File: config.mk
export PLATFORM = sky130hd
export DESIGN_NAME = bytecode_seq
export DESIGN_NICKNAME = d
export VERILOG_FILES = /design/src/rtl/bcs_pkg.sv /design/src/rtl/bcs_decode.sv /design/src/rtl/bcs_regs.sv /design/src/rtl/bcs_branch.sv /design/src/rtl/bytecode_seq.sv
export SDC_FILE = /design/constraint.sdc
export NUM_CORES = 1
export LEC_CHECK = 0
export BUFFER_PORTS_ARGS = -buffer_cell sky130_fd_sc_hd__buf_2
export CAP_MARGIN = 20
export CORE_MARGIN = 1.5
export CORE_UTILIZATION = 40
export CTS_CLUSTER_SIZE = 40
export DETAILED_ROUTE_END_ITERATION = 10
export GPL_TIMING_DRIVEN = 0
export SYNTH_ARGS = -nofsm -noshare
export SYNTH_HDL_FRONTEND = slang
export SYNTH_HIERARCHICAL = 1
export SYNTH_SLANG_ARGS = --single-unit
File: constraint.sdc
create_clock -name clk -period 7.1 [get_ports clk]
set_input_delay 0.71 -clock clk [delete_from_list [all_inputs] [get_ports clk]]
set_output_delay 0.71 -clock clk [all_outputs]
set_load 0.05 [all_outputs]
File: src/rtl/bcs_pkg.sv
package bcs_pkg;
  typedef enum logic [1:0] {ST_OPC, ST_ARG, ST_EXEC, ST_HALT} seq_state_t;
  typedef enum logic [2:0] {K_MOVA, K_MOVR, K_ADDR, K_ADDI, K_JMP, K_BAD} op_kind_t;

  localparam logic [7:0] OP_MOVA = 8'h74;
  localparam logic [7:0] OP_ADDI = 8'h24;
  localparam logic [7:0] OP_JREL = 8'h80;
  localparam logic [4:0] GRP_MOVR = 5'b01111; // 78h..7Fh
  localparam logic [4:0] GRP_ADDR = 5'b00101; // 28h..2Fh

  function automatic logic op_two_byte(input logic [7:0] o);
    return (o == OP_MOVA) || (o == OP_ADDI) || (o == OP_JREL) || (o[7:3] == GRP_MOVR);
  endfunction
endpackage

File: src/rtl/bcs_decode.sv
module bcs_decode
  import bcs_pkg::*;
#(
  parameter int RSEL_W = 3
) (
  input  logic [7:0]        opc,
  output op_kind_t          kind,
  output logic [RSEL_W-1:0] rn
);
  always_comb begin
    rn = opc[RSEL_W-1:0];
    if (opc == OP_MOVA)             kind = K_MOVA;
    else if (opc[7:3] == GRP_MOVR)  kind = K_MOVR;
    else if (opc[7:3] == GRP_ADDR)  kind = K_ADDR;
    else if (opc == OP_ADDI)        kind = K_ADDI;
    else if (opc == OP_JREL)        kind = K_JMP;
    else                            kind = K_BAD;
  end
endmodule

File: src/rtl/bcs_regs.sv
module bcs_regs #(
  parameter int NREG   = 8,
  parameter int RSEL_W = $clog2(NREG)
) (
  input  logic              clk,
  input  logic              rst_n,
  input  logic              we,
  input  logic [RSEL_W-1:0] waddr,
  input  logic [7:0]        wdata,
  input  logic [RSEL_W-1:0] raddr_a,
  output logic [7:0]        rdata_a,
  input  logic [RSEL_W-1:0] raddr_b,
  output logic [7:0]        rdata_b
);
  logic [7:0] mem [NREG];

  always_ff @(posedge clk or negedge rst_n) begin
    if (!rst_n) begin
      for (int i = 0; i < NREG; i++) mem[i] <= '0;
    end else if (we) begin
      mem[waddr] <= wdata;
    end
  end

  assign rdata_a = mem[raddr_a];
  assign rdata_b = mem[raddr_b];
endmodule

File: src/rtl/bcs_branch.sv
module bcs_branch #(
  parameter int PC_W = 16
) (
  input  logic [PC_W-1:0] next_pc,
  input  logic [PC_W-1:0] ins_addr,
  input  logic [7:0]      off,
  output logic [PC_W-1:0] target,
  output logic            self_loop
);
  assign target    = next_pc + {{(PC_W-8){off[7]}}, off};
  assign self_loop = (target == ins_addr);
endmodule

File: src/rtl/bytecode_seq.sv
module bytecode_seq
  import bcs_pkg::*;
#(
  parameter int PC_W = 16,
  parameter int NREG = 8
) (
  input  logic                    clk,
  input  logic                    rst_n,
  output logic [PC_W-1:0]         rom_addr,
  input  logic [7:0]              rom_data,
  input  logic [$clog2(NREG)-1:0] reg_sel,
  output logic [7:0]              acc,
  output logic [7:0]              reg_val,
  output logic                    halted,
  output logic                    illegal
);
  localparam int RSEL_W = $clog2(NREG);

  seq_state_t        state;
  logic [PC_W-1:0]   pc, ins_addr, target;
  logic [7:0]        opc, arg, acc_q, rn_val;
  logic              halted_q, illegal_q, self_loop;
  op_kind_t          kind;
  logic [RSEL_W-1:0] rn;
  logic              reg_we;

  bcs_decode #(.RSEL_W(RSEL_W)) u_dec (.opc(opc), .kind(kind), .rn(rn));

  assign reg_we = (state == ST_EXEC) && (kind == K_MOVR);

  bcs_regs #(.NREG(NREG), .RSEL_W(RSEL_W)) u_regs (
    .clk(clk), .rst_n(rst_n), .we(reg_we), .waddr(rn), .wdata(arg),
    .raddr_a(reg_sel), .rdata_a(reg_val), .raddr_b(rn), .rdata_b(rn_val)
  );

  bcs_branch #(.PC_W(PC_W)) u_br (
    .next_pc(pc), .ins_addr(ins_addr), .off(arg), .target(target), .self_loop(self_loop)
  );

  always_ff @(posedge clk or negedge rst_n) begin
    if (!rst_n) begin
      state     <= ST_OPC;
      pc        <= '0;
      ins_addr  <= '0;
      opc       <= '0;
      arg       <= '0;
      acc_q     <= '0;
      halted_q  <= 1'b0;
      illegal_q <= 1'b0;
    end else begin
      case (state)
        ST_OPC: begin
          opc      <= rom_data;
          ins_addr <= pc;
          pc       <= pc + 1'b1;
          state    <= op_two_byte(rom_data) ? ST_ARG : ST_EXEC;
        end
        ST_ARG: begin
          arg   <= rom_data;
          pc    <= pc + 1'b1;
          state <= ST_EXEC;
        end
        ST_EXEC: begin
          state <= ST_OPC;
          case (kind)
            K_MOVA: acc_q <= arg;
            K_ADDR: acc_q <= acc_q + rn_val;
            K_ADDI: acc_q <= acc_q + arg;
            K_JMP: begin
              pc <= target;
              if (self_loop) begin
                halted_q <= 1'b1;
                state    <= ST_HALT;
              end
            end
            K_BAD:   illegal_q <= 1'b1;
            default: ;
          endcase
        end
        default: state <= ST_HALT;
      endcase
    end
  end

  assign rom_addr = pc;
  assign acc      = acc_q;
  assign halted   = halted_q;
  assign illegal  = illegal_q;
endmodule

==> results.yml <==
setup_path:
  reg2reg_to: "state[0]$_DFF_PN0_"
  worstPathRequired_ps: 7440
  critPathKind: "flip-flop to flip-flop"
  slowest_stage: "dfrtp_1"
  r2r_cells: 11
  timing.rr.start: "arg[7]$_DFFE_PN0P_"
  path_cells: "ha_1 -> xnor2_2 -> nor3_1 -> nor4_2 -> nand4b_1 -> nor4_1 -> o2111a_1 -> nand4_1 -> nor4_2 -> nor4b_1 -> o21bai_1"
  crit_top_cell: "nor4_2"
  cp_num_buf_inv: 0
  cpPeakStageDelay_ps: 880
  crit_start: "arg[7]$_DFFE_PN0P_"
  cp_top_family: "simple AND/OR/NAND/NOR gates"
  cp.arrival_ps: 4520
  cp-end-kind: "flip-flop"
  start_kind: "flip-flop"
  r2r_slack_ps: 2920
  path_max_fanout: 20
placement:
  pre_cts_ws_ps: 2940
  gp_congestion: 0.856
  hpwl_mm: 14.2
  portBuffers: 43
timing:
  setup_ws_ps: 2920
  fin_crit_ps: 4180
  relSlewSlack: 0.441
  skew_ps: 9.74
  rsz0062_at_grt: "no"
  fin_crit_sh: 0.588
  tightest_slew_ps: 838
  slew_viol_final: 0
  hold_slack_ps: 167
  finalHoldViolCount: 0
  setup_tns_ps: 0
  fmax_mhz: 239
  setup_viol: 0
synthesis:
  synth_warnings: 6
  synth_edf_count: 0
  yosysTopAreaCell: "dfrtp_1"
  synth_fp_nets: 697
  synth_cell_types: 76
  synth_area_leaders: "dfrtp_1, mux2_2, mux4_1"
  netlist_instances: 658
  synthArstFlopShare: 1.00
  syn_avg_cell_area_um2: 12.1
  yosys_register_bits: 124
  synth.most_common_cell: "dfrtp_1"
  ys.flop_type: "dfrtp_1"
  syn_area_um2: 7940
  synth_top_area_share: 0.391
  synth_top_cells_by_count: "dfrtp_1, mux2_2, a21oi_1"
  yosysSeqAreaShare: 0.391
detailed_routing:
  drt_iter0_drc: 436
  viasPerCell: 5.74
  num_vias: 5734
  routed_wl_mm: 20.5
  drc: 0
  dr.pass1.iters: 5
  route.detailed.wl_per_inst_um: 20.5
  ant_nets: 0
clock_network:
  post_cts_resized: 0
  hold_buffers: 0
  path_clk_slew_ps: 60
  cts_buffers: 17
  cts_sinks: 124
  insertion_delay_ps: 420
  postCtsSetupBuffers: 0
  cts_buffer_depth: 2
  cts_tree: "built"
  clockRootBuffer: "clkbuf_16"
  h-tree-depth: 4
global_routing:
  grt.busiest_layer: "met2"
  grt_pass1_vias: 5905
  overflow: 0
  grtUsageTotal: 0.209
  grt_max_degree: 96
  met1_usage: 0.261
  met2_usage: 0.358
  met3_usage: 0.0370
  antenna_found_initial: 0
  grt_pass1_wl_mm: 32.4
floorplanning:
  initial_core_util: 0.408
  core_um2: 19500
  die_area_um2: 20700
  pin_count: 47
  die_h_um: 144
  die_w_um: 144
  row_count: 51
status:
  status: "finished, final reports clean"
final_layout:
  finalNetCount: 760
  drive_above_1_share: 0.332
  area_growth_pct: 14.8
  fin_util: 0.468
  antenna_cells: 0
min_path:
  hold_path_class: "primary input to async pin"
run:
  cap_viol_max_count: 0
registers in the layout (all words and copies together), names as in the netlist:
register and flops:
rom_addr 16, u_regs/mem 64, acc 8, ins_addr 16
state 2, arg 8, illegal 1, opc 8
halted 1
cells by family (layout without fill, tap and decap cells):
family | count (synthesis) | count (layout) | share of synthesized area
AOI/OAI and AO/OA | 134 | 134 | 0.113
muxes | 153 | 153 | 0.276
DFF | 124 | 124 | 0.391
adders and majority gates | 26 | 26 | 0.0429
xor gates and xnor gates | 37 | 37 | 0.0445
and+or+nand+nor | 136 | 136 | 0.0991
buffers and inverters | 48 | 124 | 0.0339
placed cells by master (no fill, tap or decap), types with 6 or more instances in the layout:
cell type,count
a21o_1,8
mux4_1,29
mux2_2,117
clkbuf_1,16
nand3_1,17
o21bai_1,6
nand2_1,32
nor2_1,24
xor2_1,10
o21ai_1,6
clkbuf_16,17
nor2b_1,6
inv_1,7
nand2b_1,6
ha_1,24
a21oi_1,40
buf_2,59
nor3_1,12
dfrtp_1,124
o21ai_0,23
a31oi_1,8
xnor2_1,24
worst register-to-register path, cell delays in order (launching register included):
cell and delay [ps]:
dfrtp_1 880, ha_1 480, xnor2_2 300, nor3_1 110
nor4_2 270, nand4b_1 110, nor4_1 440, o2111a_1 290
nand4_1 130, nor4_2 340, nor4b_1 560, o21bai_1 200
through the flow:
stage / std cells / instance area, um^2
final: 999 / 9110
after global routing: 999 / 9110
after CTS: 999 / 9110
after detailed placement: 967 / 8520
after global placement: 966 / 8480
after floorplan: 658 / 7940
worst max-delay path by stage:
stage	to	slack (ps)	cells past startpoint
global route	state[0]$_DFF_PN0_	2690	12
floorplan	state[0]$_DFF_PN0_	3710	12
CTS	state[0]$_DFF_PN0_	2920	12
detailed placement	state[0]$_DFF_PN0_	2940	12
global placement	halted$_DFFE_PN0P_	3000	11
finish	state[0]$_DFF_PN0_	2920	11
final cells by class:
type	count	area (um^2)
clock buffer	26	509
multi-input combinational	486	4570
fill	1750	10400
clock inverter	6	82.6
timing repair buffer	44	249
sequential	124	3100
buffer	41	243
tap	265	332
inverter	7	26.3
layer usage:
layer	routed length (um)	share of wire
met5	0	0
met4	607	0.030
met3	752	0.037
met2	10400	0.51
met1	8700	0.42
Power is left out: the tool's default activity adds up to more than one toggle a clock period on the data nets, which glitch-free logic cannot reach.
